File: src/rtl/modrm_pkg.sv
package modrm_pkg;

  typedef enum logic [1:0] {
    SEG_ES = 2'd0,
    SEG_CS = 2'd1,
    SEG_SS = 2'd2,
    SEG_DS = 2'd3
  } seg_e;

  localparam logic [1:0] MODE_NODISP = 2'b00;
  localparam logic [1:0] MODE_DISP8  = 2'b01;
  localparam logic [1:0] MODE_DISP16 = 2'b10;
  localparam logic [1:0] MODE_REG    = 2'b11;

  localparam logic [2:0] RM_DIRECT   = 3'b110;
  localparam logic [3:0] SEL_MEMORY  = 4'b1000;

  typedef struct packed {
    logic       is_mem;
    logic       use_base;
    logic       base_is_bp;
    logic       use_index;
    logic       index_is_di;
    logic       stack_default;
    logic [1:0] disp_len;
  } ea_plan_t;

endpackage

File: src/rtl/modrm_field_split.sv
module modrm_field_split
  import modrm_pkg::*;
(
  input  logic [7:0] modrm_i,
  output ea_plan_t   plan_o,
  output logic [2:0] reg_o,
  output logic [2:0] rm_o
);

  logic [1:0] mode_f;
  logic       direct;

  assign mode_f = modrm_i[7:6];
  assign reg_o  = modrm_i[5:3];
  assign rm_o   = modrm_i[2:0];
  assign direct = (mode_f == MODE_NODISP) && (rm_o == RM_DIRECT);

  always_comb begin
    plan_o = '0;
    plan_o.is_mem = (mode_f != MODE_REG);
    if (plan_o.is_mem) begin
      if (!rm_o[2]) begin
        plan_o.use_base    = 1'b1;
        plan_o.base_is_bp  = rm_o[1];
        plan_o.use_index   = 1'b1;
        plan_o.index_is_di = rm_o[0];
      end else begin
        unique case (rm_o[1:0])
          2'b00: plan_o.use_index = 1'b1;
          2'b01: begin
            plan_o.use_index   = 1'b1;
            plan_o.index_is_di = 1'b1;
          end
          2'b10: begin
            plan_o.use_base   = !direct;
            plan_o.base_is_bp = !direct;
          end
          default: plan_o.use_base = 1'b1;
        endcase
      end
    end
    plan_o.stack_default = plan_o.use_base && plan_o.base_is_bp;
    unique case (mode_f)
      MODE_NODISP: plan_o.disp_len = direct ? 2'd2 : 2'd0;
      MODE_DISP8:  plan_o.disp_len = 2'd1;
      MODE_DISP16: plan_o.disp_len = 2'd2;
      default:     plan_o.disp_len = 2'd0;
    endcase
  end

endmodule

File: src/rtl/modrm_disp_ext.sv
module modrm_disp_ext #(
  parameter int AW = 16
) (
  input  logic [1:0]    disp_len_i,
  input  logic [7:0]    lo_i,
  input  logic [7:0]    hi_i,
  output logic [AW-1:0] disp_o
);

  logic signed [7:0] lo_s;
  logic [15:0]       word_v;

  assign lo_s   = $signed(lo_i);
  assign word_v = {hi_i, lo_i};

  always_comb begin
    unique case (disp_len_i)
      2'd1:    disp_o = AW'(lo_s);
      2'd2:    disp_o = AW'(word_v);
      default: disp_o = '0;
    endcase
  end

endmodule

File: src/rtl/modrm_ea_adder.sv
module modrm_ea_adder #(
  parameter int AW      = 16,
  parameter bit USE_CSA = 1'b1
) (
  input  logic [AW-1:0] base_i,
  input  logic [AW-1:0] index_i,
  input  logic [AW-1:0] disp_i,
  output logic [AW-1:0] sum_o
);

  generate
    if (USE_CSA) begin : g_csa
      logic [AW-1:0] part_sum;
      logic [AW-1:0] carry_sh;
      assign carry_sh[0] = 1'b0;
      for (genvar i = 0; i < AW; i++) begin : g_bit
        assign part_sum[i] = base_i[i] ^ index_i[i] ^ disp_i[i];
        if (i < AW - 1) begin : g_cy
          assign carry_sh[i+1] = (base_i[i] & index_i[i]) |
                                 (base_i[i] & disp_i[i])  |
                                 (index_i[i] & disp_i[i]);
        end
      end
      assign sum_o = part_sum + carry_sh;
    end else begin : g_plain
      assign sum_o = base_i + index_i + disp_i;
    end
  endgenerate

endmodule

File: src/rtl/modrm_ea_decoder.sv
module modrm_ea_decoder
  import modrm_pkg::*;
#(
  parameter int AW      = 16,
  parameter bit USE_CSA = 1'b1
) (
  input  logic          clk,
  input  logic          rst,
  input  logic          in_valid,
  input  logic          dir_bit,
  input  logic          wide_bit,
  input  logic [7:0]    modrm,
  input  logic [7:0]    disp_lo,
  input  logic [7:0]    disp_hi,
  input  logic [AW-1:0] bx_val,
  input  logic [AW-1:0] bp_val,
  input  logic [AW-1:0] si_val,
  input  logic [AW-1:0] di_val,
  input  logic          ovr_valid,
  input  logic [1:0]    ovr_seg,
  output logic          out_valid,
  output logic          out_wide,
  output logic          out_is_mem,
  output logic [3:0]    out_dst_sel,
  output logic [3:0]    out_src_sel,
  output logic [AW-1:0] out_ea,
  output logic [1:0]    out_seg,
  output logic [1:0]    out_disp_len
);

  ea_plan_t      plan;
  logic [2:0]    reg_f;
  logic [2:0]    rm_f;
  logic [AW-1:0] disp_v;
  logic [AW-1:0] base_v;
  logic [AW-1:0] index_v;
  logic [AW-1:0] sum_v;
  logic [3:0]    reg_side;
  logic [3:0]    rm_side;
  seg_e          seg_n;

  modrm_field_split u_split (
    .modrm_i (modrm),
    .plan_o  (plan),
    .reg_o   (reg_f),
    .rm_o    (rm_f)
  );

  modrm_disp_ext #(.AW(AW)) u_disp (
    .disp_len_i (plan.disp_len),
    .lo_i       (disp_lo),
    .hi_i       (disp_hi),
    .disp_o     (disp_v)
  );

  assign base_v  = plan.use_base  ? (plan.base_is_bp  ? bp_val : bx_val) : '0;
  assign index_v = plan.use_index ? (plan.index_is_di ? di_val : si_val) : '0;

  modrm_ea_adder #(.AW(AW), .USE_CSA(USE_CSA)) u_add (
    .base_i  (base_v),
    .index_i (index_v),
    .disp_i  (disp_v),
    .sum_o   (sum_v)
  );

  assign reg_side = {1'b0, reg_f};
  assign rm_side  = plan.is_mem ? SEL_MEMORY : {1'b0, rm_f};

  always_comb begin
    if (!plan.is_mem)       seg_n = SEG_DS;
    else if (ovr_valid)     seg_n = seg_e'(ovr_seg);
    else if (plan.stack_default) seg_n = SEG_SS;
    else                    seg_n = SEG_DS;
  end

  always_ff @(posedge clk) begin
    if (rst) begin
      out_valid    <= 1'b0;
      out_wide     <= 1'b0;
      out_is_mem   <= 1'b0;
      out_dst_sel  <= '0;
      out_src_sel  <= '0;
      out_ea       <= '0;
      out_seg      <= SEG_DS;
      out_disp_len <= '0;
    end else begin
      out_valid <= in_valid;
      if (in_valid) begin
        out_wide     <= wide_bit;
        out_is_mem   <= plan.is_mem;
        out_dst_sel  <= dir_bit ? reg_side : rm_side;
        out_src_sel  <= dir_bit ? rm_side : reg_side;
        out_ea       <= plan.is_mem ? sum_v : '0;
        out_seg      <= seg_n;
        out_disp_len <= plan.disp_len;
      end
    end
  end

endmodule

File: config.mk
export PLATFORM = sky130hd
export DESIGN_NAME = modrm_ea_decoder
export DESIGN_NICKNAME = d
export VERILOG_FILES = /design/src/rtl/modrm_pkg.sv /design/src/rtl/modrm_field_split.sv /design/src/rtl/modrm_disp_ext.sv /design/src/rtl/modrm_ea_adder.sv /design/src/rtl/modrm_ea_decoder.sv
export SDC_FILE = /design/constraint.sdc
export NUM_CORES = 1
export LEC_CHECK = 0
export BUFFER_PORTS_ARGS = -buffer_cell sky130_fd_sc_hd__buf_2
export CAP_MARGIN = 10
export CORE_MARGIN = 5
export CORE_UTILIZATION = 52
export DETAILED_ROUTE_END_ITERATION = 10
export PLACE_DENSITY = 0.84
export SYNTH_ARGS = -nofsm -noshare
export SYNTH_HDL_FRONTEND = slang
export SYNTH_SLANG_ARGS = --single-unit
File: constraint.sdc
create_clock -name clk -period 7.1 [get_ports clk]
set_input_delay 1.42 -clock clk [delete_from_list [all_inputs] [get_ports clk]]
set_output_delay 1.42 -clock clk [all_outputs]
set_load 0.1 [all_outputs]
Word level (Yosys, flattened, before mapping)
Index checks and enable logic that the tools add are counted.
{ "totals": {"reg_bits": 31, "inputBits": 96, "output_inout_bits": 31, "wordCells": 150} }
{ "op_classes": {"n_addsub": 1, "eq_ne": 8, "n_mux": 20, "bitwise_logic": 107, "n_reduce_logical": 6} }
{ "ops": {"columns": ["op", "n"], "rows": [
  ["16-bit two-way mux", 5],
  ["1-bit bitwise AND", 45],
  ["16-bit case mux with 2 select lines", 1],
  ["1-bit bitwise XOR", 32],
  ["1-bit OR", 30],
  ["4-bit two-way mux", 5],
  ["16-bit adder", 1],
  ["2-bit by 1-bit == test with 1-bit output, second input constant", 3],
  ["2-bit == test, second input constant", 3],
  ["2-bit two-way mux", 3],
  ["2-bit case mux with 3 select lines", 1],
  ["2-bit logical NOT", 2],
  ["1-bit two-way mux", 4],
  ["3-bit == test, second input constant", 1],
  ["1-bit logical AND", 2],
  ["2-bit inequality test, second input constant", 1],
  ["1-bit case mux with 2 select lines", 1],
  ["2-bit OR reduction", 1],
  ["1-bit logical NOT", 1]
]} }

Longest topological paths before layout
{ "depth": {"word_depth": 13, "depth_mapped": 16, "depth_no_buf": 14} }

Hierarchy
A second synthesis with hierarchy kept.
{ "hier_totals": {"cells_unflattened": 392, "area_unflattened_um2": 3275.6} }
{ "by_module_without_submodules": {"columns": ["mod", "n_inst", "cells_per_inst", "area_per_inst_um2", "seq_area_each_um2"], "rows": [
  ["modrm_ea_decoder", 1, 208, 1814.2, 620.6],
  ["modrm_ea_adder", 1, 131, 1124.8, 0.0],
  ["modrm_disp_ext", 1, 32, 193.9, 0.0],
  ["modrm_field_split", 1, 21, 142.6, 0.0]
]} }

Least setup slack after synthesis
No wires, ideal clock.
{ "synth_path": {"path_kind": "input to register", "from": "input port modrm[6]", "to": "register out_ea[13]", "setup_time_ps": 74, "arrival_ps": 4862, "required_time_ps": 7026, "slack_ps": 2164, "cell_stages": 14, "n_path_buf": 2, "path_cell_list": "buf_6 -> and2_1 -> a211oi_4 -> buf_2 -> mux2i_1 -> nor2_1 -> fa_1 -> fa_1 -> a211oi_1 -> o21ai_1 -> a41oi_1 -> nor2b_1 -> nand4b_1 -> a31oi_1"} }
{ "synth_between": {"elab_chain_len": 13, "elab_cells_between_ends": 114, "cone_classes": "add/sub (1); eq/ne (5); mux (12); bitwise (93); reduce/logical (3)"} }
{ "synth_lines": {"columns": ["element", "line_no", "text"], "rows": [
  ["from (decl)", "modrm_ea_decoder.sv:12", "input logic [7:0] modrm,"],
  ["parallel branches: the longest is 12 deep, another holds 16-bit adder", null, null],
  ["16-bit two-way mux *", "modrm_ea_decoder.sv:93", "out_ea <= plan.is_mem ? sum_v : '0;"],
  ["to (signal assigned)", "modrm_ea_decoder.sv:93", null],
  ["to (decl)", "modrm_ea_decoder.sv:26", "output logic [AW-1:0] out_ea,"]
]} }
Every way passes the cells marked *.
A chain may end at the register's enable or synchronous reset.

Final worst setup path
{ "layout_path": {"from": "input port modrm[0]", "to": "register out_ea[13]"} }
{ "layout_between": {"elab_chain_len": 13, "elab_cells_between_ends": 117, "cone_classes": "add/sub (1); eq/ne (5); mux (14); bitwise (93); reduce/logical (4)"} }
{ "layout_lines": {"columns": ["element", "line_no", "text"], "rows": [
  ["parallel branches: the longest is 11 deep, another holds 16-bit case mux with 2 select lines", null, null],
  ["16-bit adder *", "modrm_ea_adder.sv:24", "assign sum_o = part_sum + carry_sh;"],
  ["16-bit two-way mux *", "modrm_ea_decoder.sv:93", null]
]} }
Marked as above.

==> results.cfg <==
[power]
ir_drop_mv = 0.171
powerDensity_mw_per_mm2 = 221
leakagePower_uw = 0.00187

[layout]
syn_to_final_growth_pct = 26.1
num-nets-final = 585
fillCellCount = 483
n_antenna_cell = 0
drive_above_1_share = 0.324

[sta]
tns_ns = 0
skew_ns = 0
period_needed_ns = 5.40
fmax_mhz = 185
fin_ws_ns = 1.70
fin_crit_sh = 0.760
slew_headroom = 0.536
setup_viol = 0
slew_viol_final = 0
worst_slew_pin_slew_ns = 0.693
final-hold-violation-count = 0
rsz0062_at_grt = false

[global_routing]
grt_pass1_wl_mm = 13.9
grt_max_degree = 33
antenna_found_initial = 0
first_global_vias = 3110
grt-ovfl-total = 0
grtUsageTotal = 0.237

[synthesis]
synth_nets = 470
synth_flop_cell = dfxtp_1
synth_edf_count = 0
synth_cells = 344
avgSynthCellArea_sq_um = 8.30
synthArstFlopShare = 0
synth.most_common_cell = nor2_1
ys_seq_elements = 31
synth_cell_types = 56
synth_common_cells = 53 x nor2_1, 31 x dfxtp_1, 28 x nand2_1
yosysTopAreaCellShare = 0.217
syn-cell-area_sq_mm = 0.00285
yosysSeqAreaShare = 0.217
yosysWarnings = 0
synth_top_cell_by_area = dfxtp_1
synthTopCellsByArea = dfxtp_1 22%, fa_1 11%, mux2i_1 9.5%

[drt]
avgViaCountPerCell = 5.57
firstDrtPassIters = 4
drc = 0
vias = 2963
drtIter0Drc = 195
routedWlPerCell_microns = 15.5
ant_nets = 0
routed_wl_mm = 8.25

[clocking]
cts-resized-gates = 0
hold_buffers = 0
cts_setup_buffers = 0
tritoncts = yes
clkTransAtPathRegs_ns = 0.07
cts-root-buf = clkbuf_8
cts_buffers = 5
cts_max_path_buffers = 2
cts_sinks = 31
htree_levels = 2
clk_latency_ns = 0.29

[floorplan]
die_y_microns = 84.1
rows = 27
die_x_microns = 84.1
dieArea_sq_mm = 0.00707
core-area_sq_mm = 0.00541
io_pins = 127
start_util = 0.528

[outcome]
status = completed

[critical_path]
arrival_ns = 5.55
required_ns = 7.25
critPathMaxFanout = 21
worst_setup_path_end_kind = flip-flop
worstSetupStartpointType = input port
worstSetupPathType = input port to flip-flop

[placement]
portBuffers = 126
dpl_worst_slack_ns = 1.46
dp_hpwl_mm = 6.63
gp_congestion = 0.893

[worst_hold_path]
hp-class = flip-flop to flip-flop

[job]
maxCapViolCount = 0
-- logic make-up after synthesis --
group | count (synthesis) | synth area share
XOR/XNOR | 6 | 0.0184
flip-flops | 31 | 0.217
multiplexers | 37 | 0.134
AND/OR/NAND/NOR | 117 | 0.185
adder cells (fa/ha/maj) | 30 | 0.174
AO/OA/AOI/OAI | 89 | 0.223
buffers and inverters | 34 | 0.0487
-- report_power, final --
| group | switching (uW) | total (uW) | leakage [uW] | internal, uW |
|---|---|---|---|---|
| sequential | 10.1 | 203 | 0.000255 | 193 |
| combinational | 302 | 441 | 0.00156 | 139 |
| clock | 65.0 | 153 | 0.0000515 | 88.4 |
| total | 377 | 797 | 0.00187 | 420 |
-- registers in the layout, summed over array words and instances (netlist names) --
name	count
out_valid	1
out_dst_sel	4
out_seg	2
out_src_sel	4
out_wide	1
out_ea	16
out_disp_len	2
out_is_mem	1
-- final timing paths --
path	cells past startpoint	slack, ns	start	end
worst max-delay path	15	1.70	modrm[0]	out_ea[13]
worst min-delay path	2	0.47	out_is_mem	out_is_mem
worst max register to register	2	6.33	out_src_sel[1]	out_src_sel[1]
worst min register to register	2	0.47	out_is_mem	out_is_mem
-- layout by cell type (no fill, tap or decap), types with 2 or more instances in the layout --
| cell | count |
|---|---|
| buf_2 | 126 |
| nor2_1 | 53 |
| dfxtp_1 | 31 |
| nand2_1 | 28 |
| mux2i_1 | 27 |
| a21oi_1 | 20 |
| fa_1 | 16 |
| inv_1 | 15 |
| a21o_1 | 14 |
| ha_1 | 14 |
| o21ai_0 | 9 |
| mux2_2 | 8 |
| a22oi_1 | 8 |
| clkbuf_8 | 7 |
| and2_1 | 6 |
| nand3_1 | 5 |
| nand2b_1 | 5 |
| xnor2_1 | 4 |
| nand3b_1 | 3 |
| nor3_1 | 3 |
| a211oi_1 | 3 |
| a311oi_1 | 3 |
| nand4_1 | 3 |
| a31oi_1 | 3 |
| o21ai_1 | 3 |
| o2111ai_1 | 3 |
| o21bai_1 | 2 |
| nor2b_1 | 2 |
| or2_2 | 2 |
| o211ai_1 | 2 |
| mux2_1 | 2 |
| nor4_1 | 2 |
| xor2_1 | 2 |
| o32ai_1 | 2 |
| o211a_1 | 2 |
| o311ai_1 | 2 |
-- critical path, stage by stage --
cell and delay [ns]:
buf_2 0.29, o21bai_1 0.28, a211oi_4 0.56, mux2_2 0.26
nand2_1 0.07, fa_1 0.56, inv_1 0.04, ha_1 0.20
fa_1 0.42, a211oi_1 0.45, o21ai_1 0.16, a41oi_1 0.41
nor2b_1 0.11, o2111ai_1 0.20, a31oi_1 0.10
-- per-stage QoR --
step	hold WS (ns)	utilization	power, uW	instances	area [sq um]
2_1_floorplan	0.904	-	548	344	2850
3_3_place_gp	0.452	0.647	638	524	3500
3_5_place_dp	0.455	0.647	646	524	3500
4_1_cts	0.474	0.666	799	532	3600
5_1_grt	0.499	0.666	851	532	3600
6_report	0.468	0.666	797	532	3600
-- final cells by class --
| cell class | count | area [sq um] | area share |
|---|---|---|---|
| inverter | 15 | 56.3 | 0.0156 |
| clock buffer | 8 | 100 | 0.0278 |
| multi-input combinational | 279 | 2090 | 0.582 |
| sequential | 31 | 621 | 0.172 |
| tap | 72 | 90.1 | 0.0250 |
| timing repair buffer | 127 | 638 | 0.177 |
-- per-layer routing --
metal	up-vias	part of all wire	global-route usage
li1	1451	-	-
met1	1385	0.40	0.277
met5	-	0	0
met3	18	0.082	0.0592
met2	109	0.50	0.423
met4	0	0.023	0.0746
Power figures use the tool's default switching activity.
